## src/rtl/nand_bridge_pkg.sv

```systemverilog
package nand_bridge_pkg;
  localparam logic [2:0] OFS_DATA   = 3'd0;
  localparam logic [2:0] OFS_MODE   = 3'd4;
  localparam logic [2:0] OFS_STATUS = 3'd5;
  localparam logic [2:0] OFS_ISR    = 3'd6;
  localparam logic [2:0] OFS_MASK   = 3'd7;

  localparam int MB_CLE = 0;
  localparam int MB_ALE = 1;
  localparam int MB_CE  = 4;
  localparam int MK_RDY = 0;
  localparam int MK_EN  = 7;
  localparam int ST_BUSY = 7;

  localparam logic [7:0] PWR_ON_CODE  = 8'h0C;
  localparam logic [7:0] PWR_OFF_CODE = 8'h08;

  typedef enum logic [1:0] {S_IDLE, S_LOW, S_HIGH} seq_state_t;
endpackage

```

## src/rtl/nand_rb_sync.sv

```systemverilog
module nand_rb_sync (
  input  logic clk,
  input  logic rst,
  input  logic rb_in,
  output logic rb_level,
  output logic rb_rise
);
  logic s1, s2, prev;

  always_ff @(posedge clk) begin
    if (rst) begin
      s1 <= 1'b1; s2 <= 1'b1; prev <= 1'b1;
    end else begin
      s1 <= rb_in; s2 <= s1; prev <= s2;
    end
  end

  assign rb_level = s2;
  assign rb_rise  = s2 & ~prev;
endmodule

```

## src/rtl/nand_byte_seq.sv

```systemverilog
module nand_byte_seq
  import nand_bridge_pkg::*;
#(
  parameter int PULSE_CLKS = 3,
  parameter int RECOV_CLKS = 2,
  parameter int NW = 8
) (
  input  logic          clk,
  input  logic          rst,
  input  logic          start,
  input  logic          wr,
  input  logic          wide,
  input  logic [2*NW-1:0] wdata,
  input  logic [NW-1:0] dq_in,
  output logic          we_n,
  output logic          re_n,
  output logic [NW-1:0] dq_out,
  output logic          dq_oe,
  output logic          done,
  output logic [2*NW-1:0] rdata,
  output logic          busy
);
  localparam int MAXC = (PULSE_CLKS > RECOV_CLKS) ? PULSE_CLKS : RECOV_CLKS;
  localparam int CW   = $clog2(MAXC + 2);
  localparam logic [CW-1:0] P_LAST = CW'(PULSE_CLKS - 1);
  localparam logic [CW-1:0] R_LAST = CW'(RECOV_CLKS - 1);

  seq_state_t state;
  logic [CW-1:0] cnt;
  logic          second, is_wr, is_wide;
  logic [NW-1:0] hi_byte;

  always_ff @(posedge clk) begin
    if (rst) begin
      state <= S_IDLE; cnt <= '0; second <= 1'b0; is_wr <= 1'b0; is_wide <= 1'b0;
      hi_byte <= '0; we_n <= 1'b1; re_n <= 1'b1; dq_out <= '0; dq_oe <= 1'b0;
      done <= 1'b0; rdata <= '0;
    end else begin
      done <= 1'b0;
      case (state)
        S_IDLE: if (start) begin
          state <= S_LOW; cnt <= '0; second <= 1'b0;
          is_wr <= wr; is_wide <= wide; hi_byte <= wdata[2*NW-1:NW];
          dq_out <= wdata[NW-1:0]; dq_oe <= wr;
          we_n <= ~wr; re_n <= wr; rdata <= '0;
        end
        S_LOW: if (cnt == P_LAST) begin
          we_n <= 1'b1; re_n <= 1'b1; cnt <= '0; state <= S_HIGH;
          if (!is_wr) begin
            if (second) rdata[2*NW-1:NW] <= dq_in;
            else        rdata[NW-1:0]    <= dq_in;
          end
        end else cnt <= cnt + CW'(1);
        S_HIGH: if (cnt == R_LAST) begin
          cnt <= '0;
          if (is_wide && !second) begin
            second <= 1'b1; state <= S_LOW; dq_out <= hi_byte;
            we_n <= ~is_wr; re_n <= is_wr;
          end else begin
            state <= S_IDLE; dq_oe <= 1'b0; done <= 1'b1;
          end
        end else cnt <= cnt + CW'(1);
        default: state <= S_IDLE;
      endcase
    end
  end

  assign busy = (state != S_IDLE);

  // Checker: cycles the active strobe has been low.
  logic [CW-1:0] chk_low;
  logic          any_low;
  assign any_low = ~(we_n & re_n);
  always_ff @(posedge clk) begin
    if (rst)          chk_low <= '0;
    else if (any_low) chk_low <= chk_low + CW'(1);
    else              chk_low <= '0;
  end

  a_r6_pulse_width: assert property (@(posedge clk) disable iff (rst)
    ($past(any_low) && !any_low) |-> (chk_low == CW'(PULSE_CLKS)));
  a_r6_one_strobe: assert property (@(posedge clk) disable iff (rst)
    !(~we_n && ~re_n));
  a_r6_no_drive_on_read: assert property (@(posedge clk) disable iff (rst)
    !re_n |-> !dq_oe);
endmodule

```

## src/rtl/nand_bridge.sv

```systemverilog
module nand_bridge
  import nand_bridge_pkg::*;
#(
  parameter int PULSE_CLKS = 3,
  parameter int RECOV_CLKS = 2,
  parameter int NW = 8
) (
  input  logic            clk,
  input  logic            rst,
  input  logic            bus_req,
  input  logic            bus_we,
  input  logic            bus_wide,
  input  logic [2:0]      bus_addr,
  input  logic [2*NW-1:0] bus_wdata,
  output logic [2*NW-1:0] bus_rdata,
  output logic            bus_wait,
  output logic            irq,
  output logic            nf_ce_n,
  output logic            nf_cle,
  output logic            nf_ale,
  output logic            nf_we_n,
  output logic            nf_re_n,
  output logic [NW-1:0]   nf_dq_out,
  output logic            nf_dq_oe,
  input  logic [NW-1:0]   nf_dq_in,
  input  logic            nf_rb,
  output logic            nf_pwr_en
);
  localparam int BW = 2 * NW;

  logic [7:0] mode_q, mask_q;
  logic       isr_flag, pwr_q, irq_q, wait_q, rd_pend;
  logic [BW-1:0] rdata_q, seq_rdata;
  logic       rb_level, rb_rise, seq_done, seq_busy;
  logic       acc, acc_data, acc_wr;
  logic [7:0] reg_mux;

  assign acc      = bus_req & ~wait_q;
  assign acc_data = acc && (bus_addr == OFS_DATA);
  assign acc_wr   = acc && bus_we;

  nand_rb_sync u_sync (
    .clk(clk), .rst(rst), .rb_in(nf_rb), .rb_level(rb_level), .rb_rise(rb_rise)
  );

  nand_byte_seq #(.PULSE_CLKS(PULSE_CLKS), .RECOV_CLKS(RECOV_CLKS), .NW(NW)) u_seq (
    .clk(clk), .rst(rst), .start(acc_data), .wr(bus_we), .wide(bus_wide),
    .wdata(bus_wdata), .dq_in(nf_dq_in), .we_n(nf_we_n), .re_n(nf_re_n),
    .dq_out(nf_dq_out), .dq_oe(nf_dq_oe), .done(seq_done), .rdata(seq_rdata),
    .busy(seq_busy)
  );

  always_comb begin
    case (bus_addr)
      OFS_MODE:   reg_mux = mode_q;
      OFS_STATUS: reg_mux = {~rb_level, 7'b0};
      OFS_ISR:    reg_mux = {7'b0, isr_flag};
      OFS_MASK:   reg_mux = mask_q;
      default:    reg_mux = 8'h00;
    endcase
  end

  always_ff @(posedge clk) begin
    if (rst) begin
      mode_q <= 8'h00; mask_q <= 8'h00; pwr_q <= 1'b0; isr_flag <= 1'b0;
      irq_q <= 1'b0; wait_q <= 1'b0; rd_pend <= 1'b0; rdata_q <= '0;
    end else begin
      if (acc_wr && bus_addr == OFS_MODE) begin
        mode_q <= bus_wdata[7:0];
        if (bus_wdata[7:0] == PWR_ON_CODE)       pwr_q <= 1'b1;
        else if (bus_wdata[7:0] == PWR_OFF_CODE) pwr_q <= 1'b0;
      end
      if (acc_wr && bus_addr == OFS_MASK) mask_q <= bus_wdata[7:0];

      if (rb_rise) isr_flag <= 1'b1;
      else if (acc_wr && bus_addr == OFS_ISR && bus_wdata[0]) isr_flag <= 1'b0;

      irq_q <= isr_flag & mask_q[MK_RDY] & mask_q[MK_EN];

      if (acc_data)      wait_q <= 1'b1;
      else if (seq_done) wait_q <= 1'b0;

      if (acc_data) rd_pend <= ~bus_we;

      if (acc && !bus_we && !acc_data)  rdata_q <= {{(BW-8){1'b0}}, reg_mux};
      else if (seq_done && rd_pend)     rdata_q <= seq_rdata;
    end
  end

  assign bus_rdata = rdata_q;
  assign bus_wait  = wait_q;
  assign irq       = irq_q;
  assign nf_ce_n   = ~mode_q[MB_CE];
  assign nf_cle    = mode_q[MB_CLE];
  assign nf_ale    = mode_q[MB_ALE];
  assign nf_pwr_en = pwr_q;

  a_r7_wait_on_data: assert property (@(posedge clk) disable iff (rst)
    (bus_req && !bus_wait && bus_addr == OFS_DATA) |=> bus_wait);
  a_r7_seq_covered: assert property (@(posedge clk) disable iff (rst)
    seq_busy |-> bus_wait);
  a_r9_flag_on_rise: assert property (@(posedge clk) disable iff (rst)
    rb_rise |=> isr_flag);
  a_r10_irq_gated: assert property (@(posedge clk) disable iff (rst)
    irq |-> $past(mask_q[MK_RDY] && mask_q[MK_EN]));
endmodule

```

## config.mk

```make
export PLATFORM = sky130hd
export DESIGN_NAME = nand_bridge
export DESIGN_NICKNAME = d
export VERILOG_FILES = /design/src/rtl/nand_bridge_pkg.sv /design/src/rtl/nand_rb_sync.sv /design/src/rtl/nand_byte_seq.sv /design/src/rtl/nand_bridge.sv
export SDC_FILE = /design/constraint.sdc
export NUM_CORES = 1
export LEC_CHECK = 0
export ABC_CLOCK_PERIOD_IN_PS = 2700
export BUFFER_PORTS_ARGS = -buffer_cell sky130_fd_sc_hd__buf_2
export CORE_MARGIN = 2
export CORE_UTILIZATION = 45
export CTS_CLUSTER_DIAMETER = 150
export DETAILED_ROUTE_END_ITERATION = 10
export HOLD_SLACK_MARGIN = 0.08
export PLACE_DENSITY = 0.71
export SYNTH_ARGS = -nofsm -noshare
export SYNTH_HDL_FRONTEND = slang
export SYNTH_SLANG_ARGS = --single-unit
```

## constraint.sdc

```tcl
create_clock -name clk -period 2.7 [get_ports clk]
set_input_delay 0.54 -clock clk [delete_from_list [all_inputs] [get_ports clk]]
set_output_delay 0.54 -clock clk [all_outputs]
set_load 0.01 [all_outputs]
```

After elaboration in Yosys (flattened, before gate mapping):

Cells that the tools add are included.

* flip-flop bits (word level): 84
* word-level logic and storage cells: 134
* input bits: 33
* output and inout bits: 33

* bitwise operators: 12
* reductions and logical operators: 33
* equality and inequality tests: 18
* mux-type cells: 45
* add/subtract/negate cells: 1

Operators with widths (count)
* two-way mux 8 bit: 7
* two-way mux 16 bit: 3
* case mux 16 bit (2 select lines): 1
* case mux 8 bit (4 select lines): 1
* two-way mux 1 bit: 20
* == test 8 x 4 -> 1 bit, second input constant: 2
* case mux 8 bit (2 select lines): 1
* AND reduction 5 bit: 3
* == test 3 bit, second input constant: 4
* nonzero test 2 bit: 6
* logical AND 1 bit: 10
* two-way mux 3 bit: 3
* case mux 3 bit (3 select lines): 1
* inequality test 2 x 1 -> 1 bit, second input constant: 4
* inequality test 2 bit, second input constant: 4
* inverter 1 bit: 8
* AND reduction 4 bit: 2
* two-way mux 2 bit: 3
* case mux 1 bit (3 select lines): 2
* case mux 2 bit (3 select lines): 1
* AND reduction 2 bit: 3
* bitwise AND 1 bit: 4
* case mux 1 bit (2 select lines): 2
* adder 3 x 1 -> 3 bit, second input constant: 1
* other kinds (11): 13

Depth between registers and ports, before layout:

* depth in word-level cells: 7
* mapped depth: 8
* mapped depth without buffers: 6

Cells and area by module:

A second synthesis with hierarchy kept.

* cells, all modules: 411
* area total of the unflattened synthesis: 3816.2 um2

Modules (own cells, without submodules)
* nand_byte_seq: instances 1, cells each 227, area each 2095.8 um2, seq. area each 880.8 um2
* nand_bridge: instances 1, cells each 177, area each 1635.3 um2, seq. area each 740.7 um2
* nand_rb_sync: instances 1, cells each 7, area each 85.1 um2, seq. area each 60.1 um2

Least setup slack after synthesis:

Ideal clock, no wire load.

* path type: in2reg
* from: input bus_addr[1]
* to: register u_seq.rdata[10]
* arrival time: 1873 ps
* library setup time: 119 ps
* slack: 708 ps
* path buffers: 2
* required time: 2581 ps
* cell stages on the path: 6
* cell sequence: buf_6 -> nor3_4 -> a21boi_2 -> or4_4 -> buf_6 -> mux2i_1

* word-level cells in the longest chain between the ends: 4

RTL lines
* start, declared: line nand_bridge.sv:13 `input logic [2:0] bus_addr,`
* zero test 3 bit: line nand_bridge.sv:39 `assign acc_data = acc && (bus_addr == OFS_DATA);`
* logical AND 1 bit: line nand_bridge.sv:39
* inequality test 2 bit (no line)
* AND reduction 5 bit (no line)
* end signal, assigned by index: line nand_byte_seq.sv:50 `if (second) rdata[2*NW-1:NW] <= dq_in;`
* end signal, assigned by index: line nand_byte_seq.sv:51 `else rdata[NW-1:0] <= dq_in;`
* end, declared: line nand_byte_seq.sv:20 `output logic [2*NW-1:0] rdata,`

No other way between the ends.
A chain may end at the register's enable or synchronous reset.

Worst setup path after layout:

* from: register u_seq.state[0]
* to: register u_seq.rdata[9]

* word-level cells in the longest chain between the ends: 3
* elaborated cells on any way between the ends: 9
* those cells by class: 5 x eq/ne; 1 x mux; 3 x reduce/logical

RTL lines
* start, declared: line nand_byte_seq.sv:28 `seq_state_t state;`
* start signal, assigned: line nand_byte_seq.sv:35 `state <= S_IDLE; cnt <= '0; second <= 1'b0; is_wr <= 1'b0; is_wide <= 1'b0;`
* start signal, assigned: line nand_byte_seq.sv:42 `state <= S_LOW; cnt <= '0; second <= 1'b0;`
* start signal, assigned: line nand_byte_seq.sv:48 `we_n <= 1'b1; re_n <= 1'b1; cnt <= '0; state <= S_HIGH;`
* == test 2 x 1 -> 1 bit / zero test 2 bit (equally long branches): line nand_byte_seq.sv:40 `case (state)`
* inequality test 2 x 1 -> 1 bit (no line), or another cell as far along
* AND reduction 5 bit (no line)

Several ways; a longest one is shown, not always the timed one.

==> metrics <==
outcome complete, no violations; element type at the critical path start flip-flop; Simple-Gate Fraction of Synth Area between 20% and 30%; RSZ-0062 raised after global routing false; fin nets 505; register area share after synthesis 44.6%; first-pass detailed-route iteration total 4; DRC Markers 0; Fmax 462 MHz; TritonCTS clock tree yes; # hold bufs at CTS 0; Final Max Tran Viols 0; Post-Syn Area 3770 µm²; Worst setup EP type flip-flop; FP Rows 33; syn avg cell area ~9 µm²; post-route cell area 4350 µm²; gr busiest metal met2; CP Data Required Time 2940 ps; final hold vios 0; first-pass GRT wire length 14100 µm; Lkg Pwr between 1.5 and 2 nW; Synth Area in XOR/XNOR 0%; Clock Tree Root clkbuf_8; die area 9130 µm²; ant diodes 0; cell total after placement 561; boundary pin count 66; Placer Congestion between 0.8 and 0.9; FF+latch count, synth 84; Setup TNS 0 ps; total number of vias 3105; die height approximately 96 µm; post-synthesis compound-gate area fraction 15.9%; gr ovfl total 0; largest family of logic cells by synthesized area simple AND/OR/NAND/NOR gates; hold crit path type input port to flip-flop; H-tree Lvls 3; DR vias/cell 5.40; largest net degree at the start of global routing 58; postcts setup bufs 0; worst skew pair latency between 300 and 400 ps; Fin Clk Skew 11.0 ps; Peak VDD IR 0.000460 V; Initial Utilization a little under half; Post-synth EDFFs 0; CTS Buffer Depth 2; Post-Place Worst Slack 520 ps; Post-Synth Adder-Cell Area 1.66%; layout cell share with drive strength beyond 1 20.6%; Synth Flop Type dfxtp_1; M2 GR Usage 32.6%; Max transition margin 33.6%; # Max-Cap Violations 0; Final Cycle Share 80.1%; Syn Nets 448; DRT iter0 DRCs 116; I/O Buffers 65; TritonCTS buffer count 9; most frequent cells in the layout dfxtp_1 (84), buf_2 (65), nor2_1 (59); hold depth 2; wire per inst 15.4 µm; Core Region 8180 µm²; Register-to-Register Path Depth 5; Power Density 736 nW/µm²; Crit Path Category flip-flop to flip-flop; number of antenna violations at the first check in global routing 0; total power 3.20 mW; Non-Filler Instances approximately 580; GR Util met1 between 20% and 30%; synth-to-layout area growth 15.2%; Mapped Cells 410; Crit Path Max Fanout 16; Worst-Margin Slew 988 ps; post-layout min period 2160 ps; Worst EP arrival 2400 ps; # resized after CTS 0; Detail Route Antenna Nets 0; Total GRT Usage 20.0%; commonest non-fill, non-tap cell in the layout dfxtp_1; dpl hpwl 6130 µm; Synthesis Warnings 0; final core occ 53.2%; # clock sinks 84; Post-synth ARST share 0%; Placed Area 4170 µm²; final setup vio count 0; Die Width 95.6 µm; global-route met3 utilization 3.40%; Final WS setup 538 ps; Yosys cell types 50; post-synthesis mux area share 12.2%; vias in the first global route 2940; final hold slack roughly 370 ps; clock-pin slew on the worst setup and hold paths 80 ps; final WL 8830 µm; fill count 788
-- sequential cells by signal, summed over array words and instances, names as in the netlist, 2 cells and up --
| register | cells |
|---|---|
| bus_rdata | 16 |
| u_seq.rdata | 16 |
| mask_q | 8 |
| mode_q | 8 |
| u_seq.dq_out | 8 |
| u_seq.hi_byte | 8 |
| u_seq.cnt | 3 |
| u_seq.state | 2 |
-- final timing paths --
check | from | endpoint | slack (ps)
worst min-delay path | nf_rb | u_sync.s1$_SDFF_PP1_ | 370
worst max-delay path | u_seq.state[0]$_SDFFE_PP0P_ | u_seq.rdata[9]$_SDFFE_PP0P_ | 540
worst min register to register | u_sync.s1$_SDFF_PP1_ | u_sync.rb_level$_SDFF_PP1_ | 430
worst max register to register | u_seq.state[0]$_SDFFE_PP0P_ | u_seq.rdata[9]$_SDFFE_PP0P_ | 540
-- cell usage after synthesis (all sizes together) (2+ instances only) --
cell type	count	area [µm²]
a21boi	2	18.8
o21ai	7	35.0
a311oi	2	17.5
inv	16	60.1
nor2	59	221
o2bb2ai	7	61.3
mux2i	45	450
or2	4	25.0
a21oi	20	100
o21bai	2	15.0
buf	7	51.3
nand3	5	25.0
a211oi	2	15.0
nand4b	2	17.5
and4b	2	20.0
a221oi	8	70.1
o22a	7	61.3
nand2	21	78.8
nor2b	5	31.3
and2	2	12.5
nand2b	22	138
nand3b	10	75.1
clkbuf	18	67.6
a22oi	7	52.6
ha	5	62.6
a31oi	4	25.0
dfxtp	84	1680
o31ai	4	30.0
o41ai	2	36.3
nor3	15	91.3
-- cells by family (layout without fill, tap and decap cells) --
group	after synthesis	in the layout
AND/OR/NAND/NOR	153	153
flip-flops	84	84
AO/OA/AOI/OAI	80	80
multiplexers	46	46
buffers and inverters	42	102
adder cells (fa/ha/maj)	5	5
-- critical path: stages (launching register included) --
cell      delay (ps)
dfxtp_1          380
inv_1             90
ha_1             440
a21boi_2         320
or4_4            670
mux2i_1          160
-- routing by layer --
layer	vias up	wire, µm
met1	1452	3970
met5	-	0
li1	1559	-
met4	0	93
met2	85	4240
met3	9	528
-- area by class of cell --
cell class                      count  area [µm²]  area share (%)
Inverter                           17        63.8            1.47
Multi-Input combinational cell    284        1910            43.9
Clock inverter                      5        55.1            1.27
Timing Repair Buffer               71         383            8.81
Sequential cell                    84        1680            38.7
Tap cell                          105         131            3.02
Clock buffer                        9         124            2.85
-- power by group --
group | internal, mW | leakage [nW] | switching, mW
combinational | 0.394 | 1.06 | 0.559
clock | 0.414 | 0.0870 | 0.439
sequential | 1.34 | 0.681 | 0.0571
No activity file was read; power rests on OpenSTA's default activity.
